`src/rtl/csm_pkg.sv`:
```
package csm_pkg;

  typedef enum logic [2:0] {
    RC_OTHER = 3'd0,
    RC_IDATA = 3'd1,
    RC_ODATA = 3'd2,
    RC_MODE  = 3'd3,
    RC_WONLY = 3'd4
  } reg_class_e;

  typedef enum logic [1:0] {
    OM_MANUAL = 2'd0,
    OM_AUTO   = 2'd1,
    OM_DMA    = 2'd2,
    OM_RSVD   = 2'd3
  } op_mode_e;

  localparam int unsigned CODE_W = 3;

  typedef enum logic [CODE_W-1:0] {
    AT_IDATA_WR_PROC = 3'd0,
    AT_ODATA_RD_PROC = 3'd1,
    AT_MODE_WR_PROC  = 3'd2,
    AT_ODATA_RD_SUBK = 3'd3,
    AT_MODE_WR_SUBK  = 3'd4,
    AT_WONLY_RD      = 3'd5
  } acc_type_e;

  typedef struct packed {
    logic              hit;
    logic [CODE_W-1:0] code;
  } acc_verdict_t;

  // Classify one access against the current engine phase.
  // Subkey generation dominates processing when both are busy.
  function automatic acc_verdict_t judge_access(
    input logic       wr,
    input logic [2:0] cls,
    input logic [1:0] mode,
    input logic       bproc,
    input logic       bsub
  );
    acc_verdict_t v;
    logic in_sub;
    logic in_proc;
    v       = '0;
    in_sub  = bsub;
    in_proc = bproc & ~bsub;
    if (cls == RC_WONLY && !wr) begin
      v = '{hit: 1'b1, code: AT_WONLY_RD};
    end else if (in_sub) begin
      if (cls == RC_ODATA && !wr)     v = '{hit: 1'b1, code: AT_ODATA_RD_SUBK};
      else if (cls == RC_MODE && wr)  v = '{hit: 1'b1, code: AT_MODE_WR_SUBK};
    end else if (in_proc) begin
      if (cls == RC_IDATA && wr && mode == OM_DMA) v = '{hit: 1'b1, code: AT_IDATA_WR_PROC};
      else if (cls == RC_ODATA && !wr)             v = '{hit: 1'b1, code: AT_ODATA_RD_PROC};
      else if (cls == RC_MODE && wr)               v = '{hit: 1'b1, code: AT_MODE_WR_PROC};
    end
    return v;
  endfunction

  // Does this register access retire the ready flag (non-DMA modes only)?
  function automatic logic access_clears_ready(
    input logic       wr,
    input logic [2:0] cls,
    input logic [1:0] mode,
    input logic       lod
  );
    if (mode == OM_DMA) return 1'b0;
    if (lod) return wr && (cls == RC_IDATA);
    return !wr && (cls == RC_ODATA);
  endfunction

endpackage

```
`src/rtl/csm_ready_flag.sv`:
```
module csm_ready_flag (
  input  logic clk,
  input  logic rst_n,
  input  logic soft_rst,
  input  logic start,
  input  logic done,
  input  logic acc_clr,
  input  logic dma_mode,
  input  logic dma_drain,
  output logic rdy
);

  logic drain_clr;
  logic rdy_q;

  assign drain_clr = dma_mode & dma_drain;

  always_ff @(posedge clk or negedge rst_n) begin
    if (!rst_n)                  rdy_q <= 1'b0;
    else if (soft_rst || start)  rdy_q <= 1'b0;
    else if (done)               rdy_q <= 1'b1;
    else if (acc_clr || drain_clr) rdy_q <= 1'b0;
  end

  assign rdy = rdy_q;

  AST_START_CLEARS: assert property (@(posedge clk) disable iff (!rst_n)
    start |=> !rdy_q);
  AST_DONE_SETS: assert property (@(posedge clk) disable iff (!rst_n)
    (done && !start && !soft_rst) |=> rdy_q);
  AST_DMA_HOLD: assert property (@(posedge clk) disable iff (!rst_n)
    (dma_mode && rdy_q && !dma_drain && !start && !soft_rst) |=> rdy_q);

endmodule

```
`src/rtl/csm_access_log.sv`:
```
module csm_access_log
  import csm_pkg::*;
(
  input  logic              clk,
  input  logic              rst_n,
  input  logic              soft_rst,
  input  logic              acc_valid,
  input  logic              acc_write,
  input  logic [2:0]        acc_class,
  input  logic [1:0]        op_mode,
  input  logic              busy_proc,
  input  logic              busy_subkey,
  output logic              bad_flag,
  output logic [CODE_W-1:0] bad_code,
  output logic              bad_event
);

  acc_verdict_t verdict;
  logic              flag_q;
  logic [CODE_W-1:0] code_q;

  always_comb begin
    verdict   = judge_access(acc_write, acc_class, op_mode, busy_proc, busy_subkey);
    bad_event = acc_valid & verdict.hit;
  end

  always_ff @(posedge clk or negedge rst_n) begin
    if (!rst_n) begin
      flag_q <= 1'b0;
      code_q <= '0;
    end else if (soft_rst) begin
      flag_q <= 1'b0;
      code_q <= '0;
    end else if (bad_event) begin
      flag_q <= 1'b1;
      code_q <= verdict.code;
    end
  end

  assign bad_flag = flag_q;
  assign bad_code = code_q;

  AST_FLAG_STICKY: assert property (@(posedge clk) disable iff (!rst_n)
    (flag_q && !soft_rst) |=> flag_q);
  AST_CODE_HOLDS: assert property (@(posedge clk) disable iff (!rst_n)
    (!bad_event && !soft_rst) |=> $stable(code_q));
  AST_CODE_RANGE: assert property (@(posedge clk) disable iff (!rst_n)
    bad_event |=> (code_q <= CODE_W'(AT_WONLY_RD)));
  AST_WONLY_CODE: assert property (@(posedge clk) disable iff (!rst_n)
    (acc_valid && !acc_write && acc_class == RC_WONLY && !soft_rst) |=> (code_q == AT_WONLY_RD));
  AST_SUBK_PRIO: assert property (@(posedge clk) disable iff (!rst_n)
    (acc_valid && acc_write && acc_class == RC_MODE && busy_subkey && !soft_rst) |=> (code_q == AT_MODE_WR_SUBK));

endmodule

```
`src/rtl/csm_irq_gate.sv`:
```
module csm_irq_gate #(
  parameter int unsigned N_SRC = 2
) (
  input  logic             clk,
  input  logic             rst_n,
  input  logic [N_SRC-1:0] src,
  input  logic [N_SRC-1:0] en_set,
  input  logic [N_SRC-1:0] en_clr,
  output logic             irq
);

  logic [N_SRC-1:0] en_q;

  for (genvar i = 0; i < N_SRC; i++) begin : g_en
    always_ff @(posedge clk or negedge rst_n) begin
      if (!rst_n)         en_q[i] <= 1'b0;
      else if (en_clr[i]) en_q[i] <= 1'b0;
      else if (en_set[i]) en_q[i] <= 1'b1;
    end

    AST_EN_CLR_WINS: assert property (@(posedge clk) disable iff (!rst_n)
      en_clr[i] |=> !en_q[i]);
  end

  assign irq = |(src & en_q);

endmodule

```
`src/rtl/cipher_status_mon.sv`:
```
module cipher_status_mon
  import csm_pkg::*;
#(
  parameter int unsigned STATUS_W = 16,
  parameter int unsigned RDY_BIT  = 0,
  parameter int unsigned FLAG_BIT = 8,
  parameter int unsigned CODE_LSB = 12
) (
  input  logic                clk,
  input  logic                rst_n,
  input  logic                acc_valid,
  input  logic                acc_write,
  input  logic [2:0]          acc_class,
  input  logic                start_cmd,
  input  logic                soft_rst_cmd,
  input  logic [1:0]          op_mode,
  input  logic                lod_sel,
  input  logic                busy_proc,
  input  logic                busy_subkey,
  input  logic                done_pulse,
  input  logic                dma_drain,
  input  logic [1:0]          ien_set,
  input  logic [1:0]          ien_clr,
  output logic [STATUS_W-1:0] status_word,
  output logic                irq
);

  localparam int unsigned N_IRQ = 2;

  logic              acc_clr;
  logic              dma_mode;
  logic              rdy;
  logic              bad_flag;
  logic [CODE_W-1:0] bad_code;
  logic              bad_event;

  assign dma_mode = (op_mode == OM_DMA);
  assign acc_clr  = acc_valid & access_clears_ready(acc_write, acc_class, op_mode, lod_sel);

  csm_ready_flag u_ready (
    .clk       (clk),
    .rst_n     (rst_n),
    .soft_rst  (soft_rst_cmd),
    .start     (start_cmd),
    .done      (done_pulse),
    .acc_clr   (acc_clr),
    .dma_mode  (dma_mode),
    .dma_drain (dma_drain),
    .rdy       (rdy)
  );

  csm_access_log u_log (
    .clk         (clk),
    .rst_n       (rst_n),
    .soft_rst    (soft_rst_cmd),
    .acc_valid   (acc_valid),
    .acc_write   (acc_write),
    .acc_class   (acc_class),
    .op_mode     (op_mode),
    .busy_proc   (busy_proc),
    .busy_subkey (busy_subkey),
    .bad_flag    (bad_flag),
    .bad_code    (bad_code),
    .bad_event   (bad_event)
  );

  csm_irq_gate #(.N_SRC(N_IRQ)) u_irq (
    .clk    (clk),
    .rst_n  (rst_n),
    .src    ({bad_flag, rdy}),
    .en_set (ien_set),
    .en_clr (ien_clr),
    .irq    (irq)
  );

  always_comb begin
    status_word                      = '0;
    status_word[RDY_BIT]             = rdy;
    status_word[FLAG_BIT]            = bad_flag;
    status_word[CODE_LSB +: CODE_W]  = bad_code;
  end

  AST_SRST_WINS: assert property (@(posedge clk) disable iff (!rst_n)
    soft_rst_cmd |=> (status_word == '0));
  AST_FLAG_ON_EVENT: assert property (@(posedge clk) disable iff (!rst_n)
    (bad_event && !soft_rst_cmd) |=> status_word[FLAG_BIT]);
  AST_ACC_CLEAR: assert property (@(posedge clk) disable iff (!rst_n)
    (acc_valid && !dma_mode && !lod_sel && !acc_write && acc_class == RC_ODATA && !done_pulse)
      |=> !status_word[RDY_BIT]);

endmodule

```
`config.mk`:
```
export PLATFORM = sky130hd
export DESIGN_NAME = cipher_status_mon
export DESIGN_NICKNAME = d
export VERILOG_FILES = /design/src/rtl/csm_pkg.sv /design/src/rtl/csm_ready_flag.sv /design/src/rtl/csm_access_log.sv /design/src/rtl/csm_irq_gate.sv /design/src/rtl/cipher_status_mon.sv
export SDC_FILE = /design/constraint.sdc
export NUM_CORES = 1
export LEC_CHECK = 0
export BUFFER_PORTS_ARGS = -buffer_cell sky130_fd_sc_hd__buf_2
export CORE_MARGIN = 1
export CORE_UTILIZATION = 43
export DETAILED_ROUTE_END_ITERATION = 8
export GPL_ROUTABILITY_DRIVEN = 0
export PLACE_DENSITY = 0.89
export RECOVER_POWER = 100
export SLEW_MARGIN = 20
export SYNTH_ARGS = -nofsm -noshare
export SYNTH_HDL_FRONTEND = slang
export SYNTH_HIERARCHICAL = 1
export SYNTH_SLANG_ARGS = --single-unit
```
`constraint.sdc`:
```
create_clock -name clk -period 1.4 [get_ports clk]
set_input_delay 0.07 -clock clk [delete_from_list [all_inputs] [get_ports clk]]
set_output_delay 0.07 -clock clk [all_outputs]
set_load 0.05 [all_outputs]
```
# After elaboration in Yosys (flattened, before gate mapping)
# Index checks and enable logic that the tools add are counted.
# totals
regBits	7
# op_classes
n_eq_ne	5
mux	26
bitwise_logic	6
n_reduce_logical	13
# op_table
operator	count
4-bit 2-to-1 mux	8
1-bit 2-to-1 mux	16
3-bit by 2-bit equality test with 1-bit output, second input constant	2
3-bit 2-to-1 mux	2
2-bit nonzero test	3
1-bit logical AND	5
1-bit bitwise AND	4
3-bit by 1-bit equality test with 1-bit output, second input constant	1
3-bit equality test, second input constant	1
3-bit nonzero test	1
2-bit bitwise AND	1
2-bit equality test, second input constant	1
1-bit logical OR	2
2-bit OR reduction	1
1-bit logical NOT	1
1-bit inverter	1

# Longest topological paths before layout
# depth
depth_word	11
depth_mapped	5

# By module
# Netlist, hierarchy kept.
# modules_own_cells
module	instances	cells_each	area_per_inst_um2	seq_area_each_um2
csm_access_log	1	32	285.3	100.1
cipher_status_mon	1	19	145.1	0.0
csm_irq_gate	1	5	78.8	50.0
csm_ready_flag	1	5	48.8	25.0

# Worst setup path after synthesis
# Ideal clock, no wire load.
# synth_path
kind	input -> register
from	input port acc_class[2]
to	register u_log.code_q[1], in the netlist u_log/bad_code[1]
setup_ns	0.104
t_arrival_ns	1.208
t_required_ns	1.296
path_slack_ns	0.089
path_stages	5
path_buffers	0
path_cell_list	or4b_1 -> o22ai_2 -> a21oi_2 -> nand2b_4 -> o41ai_2
# synth_between
elab_chain_cells	10
word_cells_on_any_way	21
# synth_rtl
element	line_no	rtl
from (decl)	cipher_status_mon.sv:13	input logic [2:0] acc_class,
3-bit by 2-bit equality test with 1-bit output	csm_pkg.sv:53, csm_pkg.sv:57	
1-bit logical AND	csm_pkg.sv:53, csm_pkg.sv:57	
4-bit 2-to-1 mux	csm_pkg.sv:57	else if (cls == RC_MODE && wr) v = '{hit: 1'b1, code: AT_MODE_WR_PROC};
4-bit 2-to-1 mux	csm_pkg.sv:56	else if (cls == RC_ODATA && !wr) v = '{hit: 1'b1, code: AT_ODATA_RD_PROC};
4-bit 2-to-1 mux	csm_pkg.sv:55	if (cls == RC_IDATA && wr && mode == OM_DMA) v = '{hit: 1'b1, code: AT_IDATA_WR_PROC};
4-bit 2-to-1 mux	csm_pkg.sv:54	end else if (in_proc) begin
4-bit 2-to-1 mux	csm_pkg.sv:51	end else if (in_sub) begin
4-bit 2-to-1 mux (*)	csm_pkg.sv:49	if (cls == RC_WONLY && !wr) begin
3-bit 2-to-1 mux / 1-bit bitwise AND (equally long branches)	csm_access_log.sv:34, csm_access_log.sv:24	
3-bit 2-to-1 mux / 2-bit nonzero test (equally long branches)	-	
to (signal assigned)	csm_access_log.sv:36	code_q <= verdict.code;
to (decl)	csm_access_log.sv:20	logic [CODE_W-1:0] code_q;
# Every way passes the cells marked *; elsewhere a longest branch is shown, timed or not. The select of a mux whose other input is x is not followed.
# A chain may end at the register's enable or synchronous reset.

# Worst setup path after layout
# Ends and elaborated chain as after synthesis.

==> impl_metrics.ini <==
[run_status]
outcome = complete, no violations

[route]
wl_met3_microns = 80
routed_wl_microns = 1340
wl_met1_microns = 548
wl_met2_microns = 691
via_per_inst = 5.10
ant_nets = 0
avgRoutedWirePerCell_microns = 12.5
drtPass1Iterations = 4
drt_iter0_drc = 20
highest_layer = met4
vias = 546
drc = 0

[clock_network]
cts-resized-gates = 0
cts.sinks = 7
h-tree-depth = 1
numCtsBuffers = 3
cts-root-buf = clkbuf_4
cts_tree = built
clk_path_buf_depth = 2
insertion_delay_ns = 0.24
postCtsSetupBuffers = 0
clk_pin_slew_ns = 0.06

[floorplan]
coreArea_sq_um = 1160
ios = 37
rows = 12
dieArea_sq_um = 1440
start_util_pct = 47.9
die_y_microns = 37.9
chipWidth_microns = 37.9

[pwr]
p_total_mw = 0.595
p_per_area_nw_per_um2 = 853
p_leak_nw = 0.347
ir_worst_vdd_mv = 0.469

[worst_setup_path]
slowest_stage = or4b_1
worstPathCellList = buf_2 > or4b_1 > o22ai_1 > a21oi_1 > nand2b_4 > o41ai_2
critPathKind = in2reg
crit_path_max_fanout = 4
rrSetupSlack_ns = 0.58
worstSetupStartpointType = primary input
crit_required_ns = 1.55
max_stage_delay_ns = 0.51
r2r_cells = 3
critPathArrivalTime_ns = 1.40
worst_setup_path_end_kind = register

[grt]
first_global_vias = 525
grt_overflow = 0
antenna_found_initial = 0
grt_usage_pct = 20.2
grt_start_max_net_pins = 8
grt_pass1_wl_microns = 2010

[worst_hold_path]
hp-class = in2reg
hold_depth = 2

[sta]
finalCritPeriodShare_pct = 89.1
slew_headroom_pct = 60.3
finalMaxSlewViolations = 0
fmax_ghz = 0.801
setup_viol = 0
rsz0062_at_grt = false
finalHoldViolCount = 0
fin_crit_ns = 1.25
clock_skew_ns = 0
tightest_slew_ns = 0.598

[cells_and_area]
instances_no_fill = 107
antenna-diode-count = 0
drive_gt1_share_pct = 34.4
fillers = 108
syn_to_final_growth_pct = 25.7
fin_nets = 114

[place]
hpwl_microns = 1040
placed_cells = 101
io_buffer_count = 25

[synth]
synth_area_sq_um = 554
synth_cells = 60
ys_warn_count = 6
syn_avg_cell_area_sq_um = 9.24

[run]
maxCapViolCount = 0
[report_power, final]
| part | switching [mW] | leakage [nW] | internal, mW | total, mW |
|---|---|---|---|---|
| combinational | 0.137 | 0.238 | 0.0545 | 0.192 |
| clock | 0.0777 | 0.0150 | 0.109 | 0.187 |
| sequential | 0.00507 | 0.0936 | 0.211 | 0.216 |
| total | 0.220 | 0.347 | 0.375 | 0.595 |
[what timing repair did]
action,in CTS,in global routing
hold buffers,2,0
hold endpoints to repair,8,0
endpoints found under the setup margin,0,0
[metal layers]
| layer | global-route usage [%] | vias up |
|---|---|---|
| li1 | - | 253 |
| met1 | 23.0 | 264 |
| met2 | 35.8 | 27 |
| met3 | 6.98 | 2 |
| met4 | 5.36 | 0 |
| met5 | 0 | - |
[state kept, by name (all words and copies together) (netlist names)]
name	count
u_ready/rdy	1
u_log/bad_code	3
u_irq/en_q	2
u_log/bad_flag	1
[placed cells by master (no fill, tap or decap)]
cell / instances
clkbuf_1: 7
nor3_2: 1
conb_1: 11
dfrtp_1: 7
nor4_1: 1
nand2b_1: 1
clkbuf_2: 1
o21ba_2: 2
nand4b_1: 3
o21ai_1: 1
inv_1: 6
nand3_1: 1
nor3_1: 1
nand2b_4: 1
nor2_1: 3
a31oi_1: 1
or2b_1: 1
nand2_1: 1
a21boi_0: 1
a21oi_1: 3
or4b_1: 2
buf_2: 18
nor2b_1: 2
a2111oi_0: 1
o41ai_2: 1
buf_4: 5
clkbuf_4: 3
a22o_1: 1
dlygate4sd3_1: 2
o22ai_1: 1
a211oi_1: 1
o21ai_0: 2
[stage by stage]
| step | setup TNS [ns] | setup WS, ns | hold WS [ns] | util (%) | cell area, sq um |
|---|---|---|---|---|---|
| after floorplan | 0 | 0.0944 | -0.226 | - | 592 |
| after global placement | -0.123 | -0.0793 | -0.0937 | 58.3 | 674 |
| after detailed placement | -0.243 | -0.0725 | -0.0838 | 58.3 | 674 |
| after CTS | 0 | 0.174 | 0.0476 | 62.3 | 721 |
| after global routing | 0 | 0.0588 | 0.0479 | 60.3 | 697 |
| final | 0 | 0.152 | 0.0492 | 60.3 | 697 |
[path summary, 6_finish.rpt]
check,startpoint,to
min reg2reg,u_irq/en_q[0],u_irq/en_q[0]
min in group asynchronous,rst_n,u_ready/rdy
max,acc_class[2],u_log/bad_code[1]
max reg2reg,u_log/bad_code[1],u_log/bad_code[1]
min,ien_set[1],u_irq/en_q[1]
max in group asynchronous,rst_n,u_irq/en_q[1]
[worst max-delay path: cells and delay by family]
| family | cells | cell delay (ns) |
|---|---|---|
| simple gates | 2 | 0.69 |
| compound gates | 3 | 0.54 |
| buf+inv | 1 | 0.10 |
[cell type report]
class | count | area [sq um] | area share, %
inverters | 6 | 22.5 | 3.23
repair buffers | 32 | 175 | 25.1
well taps | 14 | 17.5 | 2.51
multi-input cells | 44 | 280 | 40.2
flip-flops and latches | 7 | 175 | 25.1
clock buffers | 4 | 26.3 | 3.77
Power figures use the tool's default switching activity.
